File: src/rtl/arr_sum_pkg.sv
package arr_sum_pkg;

    typedef enum logic [2:0] {
        ST_IDLE  = 3'd0,
        ST_CLEAR = 3'd1,
        ST_TEST  = 3'd2,
        ST_ADDR  = 3'd3,
        ST_READ  = 3'd4,
        ST_ACCUM = 3'd5,
        ST_STEP  = 3'd6,
        ST_DONE  = 3'd7
    } ctl_state_e;

    typedef enum logic [1:0] {
        USE_NONE = 2'd0,
        USE_ADDR = 2'd1,
        USE_ACC  = 2'd2,
        USE_INC  = 2'd3
    } adder_use_e;

    typedef struct packed {
        adder_use_e use_sel;
        logic       clear;
        logic       load_addr;
        logic       load_acc;
        logic       load_idx;
        logic       rd;
        logic       fin;
    } ctl_cmd_t;

    function automatic int unsigned run_cycles(input int unsigned len);
        return 2 + 5 * len;
    endfunction

endpackage

File: src/rtl/arr_sum_ctrl.sv
module arr_sum_ctrl
    import arr_sum_pkg::*;
#(
    parameter int LEN   = 128,
    parameter int IDX_W = 8
) (
    input  logic             clk,
    input  logic             rst,
    input  logic             start,
    input  logic [IDX_W-1:0] idx,
    output ctl_cmd_t         cmd
);
    localparam logic [IDX_W-1:0] BOUND = IDX_W'(LEN);

    ctl_state_e state_q, state_d;
    logic       more;

    assign more = (idx < BOUND);

    always_comb begin
        state_d = state_q;
        unique case (state_q)
            ST_IDLE:  if (start) state_d = ST_CLEAR;
            ST_CLEAR: state_d = ST_TEST;
            ST_TEST:  state_d = more ? ST_ADDR : ST_DONE;
            ST_ADDR:  state_d = ST_READ;
            ST_READ:  state_d = ST_ACCUM;
            ST_ACCUM: state_d = ST_STEP;
            ST_STEP:  state_d = ST_TEST;
            ST_DONE:  if (start) state_d = ST_CLEAR;
            default:  state_d = ST_IDLE;
        endcase
    end

    always_ff @(posedge clk) begin
        if (rst) state_q <= ST_IDLE;
        else     state_q <= state_d;
    end

    always_comb begin
        cmd = '{use_sel: USE_NONE, clear: 1'b0, load_addr: 1'b0,
                load_acc: 1'b0, load_idx: 1'b0, rd: 1'b0, fin: 1'b0};
        unique case (state_q)
            ST_CLEAR: cmd.clear = 1'b1;
            ST_ADDR: begin
                cmd.use_sel   = USE_ADDR;
                cmd.load_addr = 1'b1;
            end
            ST_READ:  cmd.rd = 1'b1;
            ST_ACCUM: begin
                cmd.use_sel  = USE_ACC;
                cmd.load_acc = 1'b1;
            end
            ST_STEP: begin
                cmd.use_sel  = USE_INC;
                cmd.load_idx = 1'b1;
            end
            ST_DONE:  cmd.fin = 1'b1;
            default:  ;
        endcase
    end
endmodule

File: src/rtl/arr_sum_adder.sv
module arr_sum_adder
    import arr_sum_pkg::*;
#(
    parameter int ADDR_W = 10,
    parameter int DATA_W = 16,
    parameter int ACC_W  = 32,
    parameter int IDX_W  = 8
) (
    input  adder_use_e        use_sel,
    input  logic [ADDR_W-1:0] base,
    input  logic [IDX_W-1:0]  idx,
    input  logic [ACC_W-1:0]  acc,
    input  logic [DATA_W-1:0] elem,
    output logic [ACC_W-1:0]  sum
);
    logic [ACC_W-1:0] op_a, op_b;

    always_comb begin
        unique case (use_sel)
            USE_ADDR: begin
                op_a = ACC_W'(base);
                op_b = ACC_W'(idx);
            end
            USE_ACC: begin
                op_a = acc;
                op_b = ACC_W'(elem);
            end
            USE_INC: begin
                op_a = ACC_W'(idx);
                op_b = ACC_W'(1);
            end
            default: begin
                op_a = '0;
                op_b = '0;
            end
        endcase
    end

    assign sum = op_a + op_b;
endmodule

File: src/rtl/arr_sum_regs.sv
module arr_sum_regs #(
    parameter int ADDR_W = 10,
    parameter int ACC_W  = 32,
    parameter int IDX_W  = 8
) (
    input  logic              clk,
    input  logic              rst,
    input  logic              clear,
    input  logic              load_addr,
    input  logic              load_acc,
    input  logic              load_idx,
    input  logic [ACC_W-1:0]  sum,
    output logic [ADDR_W-1:0] addr_q,
    output logic [ACC_W-1:0]  acc_q,
    output logic [IDX_W-1:0]  idx_q
);
    always_ff @(posedge clk) begin
        if (rst) begin
            addr_q <= '0;
            acc_q  <= '0;
            idx_q  <= '0;
        end else begin
            if (clear) begin
                acc_q <= '0;
                idx_q <= '0;
            end
            if (load_addr) addr_q <= sum[ADDR_W-1:0];
            if (load_acc)  acc_q  <= sum;
            if (load_idx)  idx_q  <= sum[IDX_W-1:0];
        end
    end
endmodule

File: src/rtl/arr_sum_fsmd.sv
module arr_sum_fsmd
    import arr_sum_pkg::*;
#(
    parameter int LEN    = 128,
    parameter int ADDR_W = 10,
    parameter int DATA_W = 16,
    parameter int ACC_W  = 32
) (
    input  logic              clk,
    input  logic              rst,
    input  logic              start,
    input  logic [ADDR_W-1:0] base_addr,
    output logic [ADDR_W-1:0] mem_addr,
    output logic              mem_rd,
    input  logic [DATA_W-1:0] mem_rdata,
    output logic              done,
    output logic [ACC_W-1:0]  result
);
    localparam int IDX_W = $clog2(LEN + 1);

    ctl_cmd_t         cmd;
    logic [IDX_W-1:0] idx_q;
    logic [ACC_W-1:0] acc_q;
    logic [ACC_W-1:0] sum;

    arr_sum_ctrl #(.LEN(LEN), .IDX_W(IDX_W)) u_ctrl (
        .clk(clk), .rst(rst), .start(start), .idx(idx_q), .cmd(cmd)
    );

    arr_sum_adder #(.ADDR_W(ADDR_W), .DATA_W(DATA_W), .ACC_W(ACC_W), .IDX_W(IDX_W)) u_adder (
        .use_sel(cmd.use_sel), .base(base_addr), .idx(idx_q),
        .acc(acc_q), .elem(mem_rdata), .sum(sum)
    );

    arr_sum_regs #(.ADDR_W(ADDR_W), .ACC_W(ACC_W), .IDX_W(IDX_W)) u_regs (
        .clk(clk), .rst(rst), .clear(cmd.clear), .load_addr(cmd.load_addr),
        .load_acc(cmd.load_acc), .load_idx(cmd.load_idx), .sum(sum),
        .addr_q(mem_addr), .acc_q(acc_q), .idx_q(idx_q)
    );

    assign mem_rd = cmd.rd;
    assign done   = cmd.fin;
    assign result = acc_q;
endmodule

File: config.mk
export PLATFORM = sky130hd
export DESIGN_NAME = arr_sum_fsmd
export DESIGN_NICKNAME = d
export VERILOG_FILES = /design/src/rtl/arr_sum_pkg.sv /design/src/rtl/arr_sum_ctrl.sv /design/src/rtl/arr_sum_adder.sv /design/src/rtl/arr_sum_regs.sv /design/src/rtl/arr_sum_fsmd.sv
export SDC_FILE = /design/constraint.sdc
export NUM_CORES = 1
export LEC_CHECK = 0
export BUFFER_PORTS_ARGS = -buffer_cell sky130_fd_sc_hd__buf_4
export CAP_MARGIN = 20
export CORE_AREA = 2 2 92 94
export DETAILED_ROUTE_END_ITERATION = 10
export DIE_AREA = 0 0 94 96
export PLACE_DENSITY = 0.69
export SYNTH_ARGS = -nofsm -noshare
export SYNTH_HDL_FRONTEND = slang
export SYNTH_HIERARCHICAL = 1
export SYNTH_SLANG_ARGS = --single-unit
File: constraint.sdc
create_clock -name clk -period 5.3 [get_ports clk]
set_clock_uncertainty 0.15 [all_clocks]
set_input_delay 0.265 -clock clk [delete_from_list [all_inputs] [get_ports clk]]
set_output_delay 0.265 -clock clk [all_outputs]
set_load 0.02 [all_outputs]
==> results of run 1 <==
where the power goes:
group | switching (mW) | leakage (nW) | internal [mW]
logic | 0.0513 | 1.21 | 0.0394
registers | 0.00656 | 0.427 | 0.400
clock network | 0.142 | 0.0402 | 0.0917
how the worst min path moves through the flow:
| stage | startpoint | endpoint |
|---|---|---|
| 6_report | start | u_ctrl/state_q[1] |
| 5_1_grt | start | u_ctrl/state_q[2] |
| 4_1_cts | start | u_ctrl/state_q[1] |
| 3_5_place_dp | u_regs/idx_q[3] | u_regs/idx_q[3] |
| 3_3_place_gp | u_regs/addr_q[7] | u_regs/addr_q[7] |
| 2_1_floorplan | rst | u_ctrl/state_q[0] |
flip-flops by register name, summed over array words and instances (netlist names):
name	cells
u_regs/idx_q	8
u_regs/acc_q	32
u_regs/addr_q	10
u_ctrl/state_q	3
area by class of cell:
type / count / area share
clock buffers: 5 / 0.01510
clock inverters: 2 / 0.003569
inverters: 51 / 0.04201
multi-input cells: 346 / 0.5508
flip-flops and latches: 53 / 0.2328
well taps: 105 / 0.02883
repair buffers: 77 / 0.1269
stage by stage:
step | utilization | setup slack, ps
floorplan | - | 1348
global placement | 0.5554 | 1164
detailed placement | 0.5554 | 961.1
CTS | 0.5660 | 938.1
global route | 0.5660 | 577.0
finish | 0.5660 | 887.9
cells in the mapped netlist (2+ instances only):
cell type	number	area, µm²
a21o_1	5	37.54
clkbuf_1	20	75.07
xnor2_1	17	148.9
nand3_1	7	35.03
xor2_1	6	52.55
buf_6	5	56.30
o31ai_1	4	30.03
and3_1	3	18.77
ha_1	16	200.2
nor2_1	31	116.4
a2111oi_4	2	55.05
mux2i_1	11	110.1
nor4_1	2	12.51
nand4_1	4	25.02
nand2b_1	3	18.77
buf_2	6	30.03
inv_1	51	191.4
nor2b_1	2	12.51
a21oi_1	25	125.1
dfxtp_1	53	1061
a22oi_1	2	15.01
a2111o_1	3	33.78
mux2_2	8	90.09
o32ai_1	29	254.0
nand2_1	68	255.2
a211oi_1	2	15.01
o32ai_2	10	162.7
a31oi_1	2	12.51
o21ai_1	6	30.03
o21bai_1	6	45.04
or2_1	2	12.51
o21ai_0	3	15.01
and2_1	19	118.9
or4_1	4	30.03
a22o_1	15	131.4
nor3_1	3	15.01
o21a_1	3	22.52
kinds of logic after synthesis:
logic type,count (synthesis)
simple gates,154
compound gates,133
buf+inv,84
flops,53
xor+xnor,23
mux,19
fa+ha+maj,17
worst reg2reg max path, stage by stage, from the launching register on:
cell	delay (ps)
dfxtp_1	530
xor2_1	160
and2_1	410
nor2b_1	610
a22oi_1	220
fa_1	480
and2b_1	250
o2111ai_2	190
a31oi_4	270
a2111oi_4	160
or4_1	490
a21oi_1	150
nand2_1	80
o32ai_2	150
layer usage:
layer	track usage	wire length, µm
met5	0	0
met1	0.3043	4635
met2	0.3548	4500
met4	0.04589	95
met3	0.02741	416
==> impl_metrics.json, run 1 <==
{
  "layout.nets": 580,
  "p_leak_nw": 1.682,
  "cp.required_ps": 5370,
  "dpl.hpwl_um": 6872,
  "synth_top_family_by_area": "compound AO/OA/AOI/OAI gates",
  "startpoint": "u_ctrl/state_q[0]",
  "arrival_ps": 4480,
  "die_w_um": 94,
  "syn_area_per_cell_um2": 8.134,
  "synth_xor_area_frac": 0.05127,
  "dr.pass1.iters": 4,
  "cts-root-buf": "clkbuf_8",
  "grt_pass1_wl_um": 15930,
  "num_rows": 33,
  "dpl_cell_area_mm2": 0.004472,
  "fp.dieArea_mm2": 0.009024,
  "ys_ff_latch": 53,
  "synth_edf_count": 0,
  "n_antenna_cell": 0,
  "vias": 3549,
  "timing.rr.end": "u_regs/acc_q[24]",
  "htree_num_levels": 2,
  "ys_seq_area_frac": 0.2701,
  "syn_nets": 529,
  "powerDensity_mw_per_mm2": 160.4,
  "crit_end": "u_regs/acc_q[24]",
  "startpoint_type": "flop",
  "fin_cells": 639,
  "drc": 0,
  "crit_type": "reg -> reg",
  "routed_wl_um": 9648,
  "wl_per_cell_um": 15.10,
  "rsz0062_at_grt": "false",
  "final_common_cell": "buf_4",
  "cts_tree": "yes",
  "fp.coreArea_mm2": 0.008051,
  "worstMarginPinSlew_ps": 758.1,
  "fmax_mhz": 226.7,
  "whs_path_depth": 3,
  "first_iter_violations": 122,
  "r2r_slack_ps": 890,
  "finalMaxSlewViolations": 0,
  "cp-end-kind": "flop",
  "post_cts_resized": 0,
  "path_cells": "xor2_1, and2_1, nor2b_1, a22oi_1, fa_1, and2b_1, o2111ai_2, a31oi_4, a2111oi_4, or4_1, a21oi_1, nand2_1, o32ai_2",
  "dieHeight_um": 96,
  "drtAntennaViolNets": 0,
  "final_cell_area_mm2": 0.004557,
  "multi_input_area_mm2": 0.002510,
  "synth_compound_area_frac": 0.2952,
  "track_usage": 0.2160,
  "rr_startpoint": "u_ctrl/state_q[0]",
  "cp_max_fo": 12,
  "grt_max_degree": 65,
  "clockBufferDepth": 2,
  "yosys.area_share.adder": 0.05605,
  "clock-sinks": 53,
  "path_delay_family": "simple AND/OR/NAND/NOR gates",
  "syn2layout_area_growth_pct": 15.99,
  "cts_buffers": 5,
  "min_period_ps": 4412,
  "final_layout_size_suffix_gt1_frac": 0.2191,
  "slew-limit-headroom": 0.4946,
  "gp_congestion": 0.8377,
  "path_clk_slew_ps": 100,
  "reg2regPathDepth": 13,
  "postCtsSetupRepairBufs": 0,
  "tns_ps": 0,
  "whs_ps": 122.2,
  "fillers": 768,
  "min_path_type": "in -> reg",
  "netlist_area_mm2": 0.003929,
  "synth_cell_types": 62,
  "async_flop_share": 0,
  "clk_latency_ps": 310,
  "port_buffers": 72,
  "grt_overflow": 0,
  "viasPerCell": 5.554,
  "synth_mux_area_frac": 0.05096,
  "status": "finished clean",
  "path_buf_inv": 0,
  "synth_cells": 483,
  "cp_slowest_stage_delay_ps": 600,
  "yosys.area_share.simple": 0.1844,
  "fin_crit_sh": 0.8325,
  "start_util": 0.4880,
  "final_cell_mix": "buf_4 (77), nand2_1 (68), dfxtp_1 (53)",
  "crit_cells": 13,
  "hold_buffers": 0,
  "synth_top_flop_cell": "dfxtp_1",
  "grt_pass1_vias": 3272,
  "yosysWarnings": 6,
  "pin_count": 73,
  "setup_viol": 0,
  "dp_cells": 632,
  "seqCellArea_mm2": 0.001061,
  "timing.max_cap.violations": 0,
  "crit_path_top_delay_cell": "nor2b_1",
  "total_power_uw": 731.0,
  "peakVddDrop_mv": 0.1014,
  "final_hold_viol_count": 0,
  "antenna_found_initial": 0
}
No activity file was read; power rests on OpenSTA's default activity.
==> run 2: changes to the inputs <==
- ABC_AREA: default -> 1
- CORE_AREA: 2 2 92 94 -> 2 2 95 97
- DIE_AREA: 0 0 94 96 -> 0 0 97 99
- PLACE_DENSITY: 0.69 -> 0.68
- clock period: 5.3 -> 4.4 ns (I/O delays scaled with it)
==> impl_metrics.json, run 2 <==
{
  "clk_latency_ps": 310,
  "final_core_util": 0.5686,
  "tns_ps": 0,
  "clock-sinks": 53,
  "synth_area_leaders": "nand2_1 (27%), dfxtp_1 (25%), inv_1 (8.7%)",
  "antenna_found_initial": 0,
  "grt_max_degree": 54,
  "pin_count": 73,
  "dr.pass1.iters": 4,
  "wl_per_cell_um": 13.41,
  "finalMaxSlewViolations": 0,
  "first_iter_violations": 190,
  "track_usage": 0.2533,
  "status": "finished clean",
  "p_leak_nw": 2.410,
  "grt_pass1_wl_um": 20270,
  "largest_reg_flops": 32,
  "ys_seq_area_frac": 0.2526,
  "cp.required_ps": 4490,
  "n_antenna_cell": 0,
  "fp.dieArea_mm2": 0.009603,
  "peakVddDrop_mv": 0.1652,
  "synth_common_cells": "nand2_1 (306), inv_1 (97), a21oi_1 (62)",
  "fp.coreArea_mm2": 0.008551,
  "final_common_cell": "nand2_1",
  "yosysTopAreaCellShare": 0.2735,
  "final_layout_size_suffix_gt1_frac": 0.1394,
  "synth_top_area_cell": "nand2_1",
  "synth_cell_types": 35,
  "min_period_ps": 3789,
  "synth_top_flop_cell": "dfxtp_1",
  "yosysWarnings": 6,
  "cp_max_fo": 17,
  "critPathMostFrequentCell": "nand2_1",
  "largestRegisters": "u_regs/acc_q: 32 flops, u_regs/addr_q: 10 flops, u_regs/idx_q: 8 flops",
  "num_rows": 34,
  "clockBufferDepth": 2,
  "whs_ps": 106.0,
  "syn2layout_area_growth_pct": 15.76,
  "crit_path_top_delay_cell": "dfxtp_1",
  "cp_slowest_stage_delay_ps": 490,
  "timing.max_cap.violations": 0,
  "cp-end-kind": "flop",
  "ys_ff_latch": 53,
  "layout.nets": 821,
  "powerDensity_mw_per_mm2": 188.1,
  "synth_cells": 715,
  "total_power_uw": 914.5,
  "syn_area_per_cell_um2": 5.875,
  "setup_viol": 0,
  "arrival_ps": 3880,
  "crit_type": "reg -> reg",
  "grt_pass1_vias": 4288,
  "port_buffers": 72,
  "worstMarginPinSlew_ps": 561.4,
  "viasPerCell": 5.048,
  "async_flop_share": 0,
  "startpoint_type": "flop",
  "syn_nets": 761,
  "final_cell_mix": "nand2_1 (306), inv_1 (97), buf_4 (75)",
  "drc": 0,
  "cts_tree": "yes",
  "slew-limit-headroom": 0.6232,
  "path_clk_slew_ps": 100,
  "start_util": 0.4912,
  "synth_edf_count": 0,
  "cts_buffers": 5,
  "seqCellArea_mm2": 0.001061,
  "die_w_um": 97,
  "grt_overflow": 0,
  "cts-root-buf": "clkbuf_8",
  "rsz0062_at_grt": "false",
  "final_cell_area_mm2": 0.004862,
  "dpl.hpwl_um": 9154,
  "dieHeight_um": 99,
  "drtAntennaViolNets": 0,
  "fin_crit_sh": 0.8612,
  "htree_num_levels": 2,
  "min_path_type": "in -> reg",
  "vias": 4457,
  "multi_input_area_mm2": 0.002616,
  "final_hold_viol_count": 0,
  "path_cells": "nand2_1, o21ai_1, inv_2, nor2_4, nand2_1, o211ai_1, ha_1, inv_1, fa_1, inv_1, nand3_1, nand3_1, nand2_1, nand2_1, nand2_1, nand2_1, nand3_1, nand2_1, nand2_1, a21oi_1",
  "dpl_cell_area_mm2": 0.004756,
  "regMostFlops": "u_regs/acc_q",
  "gp_congestion": 0.9516,
  "netlist_area_mm2": 0.004200,
  "fmax_mhz": 263.9,
  "yosysMostFrequentCell": "nand2_1",
  "routed_wl_um": 11850,
  "fillers": 886
}
-- run 2: cell types whose count changed after synthesis, moves of 11 or more --
| cell | change |
|---|---|
| o32ai_1 | -29 |
| xnor2_1 | -15 |
| inv_1 | +46 |
| clkbuf_1 | -12 |
| a22o_1 | -11 |
| a21oi_1 | +37 |
| nor2_1 | +25 |
| nand2_1 | +238 |
| nand3_1 | +18 |
| mux2i_1 | -11 |
| and2_1 | -18 |
-- run 2: through the flow --
step	setup slack, ps	std cells
floorplan	876.4	715
global placement	700.6	876
detailed placement	417.6	876
CTS	390.1	883
global route	238.4	883
finish	610.6	883
-- run 2: per-layer routing --
metal | vias to the layer above | global-route usage | wire, µm
li1 | 2326 | - | -
met1 | 1996 | 0.3319 | 5417
met2 | 120 | 0.4402 | 5608
met3 | 15 | 0.03404 | 624
met4 | 0 | 0.06826 | 194
met5 | - | 0 | 0
-- run 2: cell families after synthesis --
group / after synthesis / synth area share
AND/OR/NAND/NOR: 423 / 0.4307
buffers and inverters: 124 / 0.1257
XOR/XNOR: 15 / 0.03128
AO/OA/AOI/OAI: 83 / 0.1072
adder cells (fa/ha/maj): 17 / 0.05243
flip-flops: 53 / 0.2526
-- run 2: final timing paths --
path	from	endpoint	slack, ps	depth (start not counted)
min	start	u_ctrl/state_q[1]	110	4
max reg2reg	u_ctrl/state_q[2]	u_regs/acc_q[24]	610	20
max	u_ctrl/state_q[2]	u_regs/acc_q[24]	610	20
min reg2reg	u_regs/idx_q[2]	u_regs/idx_q[2]	320	2
-- run 2: critical path, delay by kind of cell (launching register included) --
kind	cells	cell delay, ps
and+or+nand+nor	12	1430
AOI/OAI and AO/OA	3	750
DFF	1	490
adders and majority gates	2	600
buffers and inverters	3	280
-- run 2: report_power, final --
group	switching, mW	internal [mW]	leakage [nW]
Sequential	0.00425	0.482	0.427
Clock	0.175	0.166	0.0540
Combinational	0.0562	0.0309	1.93
Total	0.236	0.679	2.41
-- run 2: cell type report --
cell class              instances  area share
multi-input cells             538      0.5381
clock inverters                 2    0.007205
inverters                     102     0.07874
well taps                     108     0.02779
flip-flops and latches         53      0.2182
clock buffers                   5     0.01415
repair buffers                 75      0.1158
-- run 2: timing repair --
action	CTS	global route
gates resized for setup	0	2
setup endpoints to repair	0	16
hold buffers	0	0
setup buffers	0	0
hold endpoints to repair	0	0
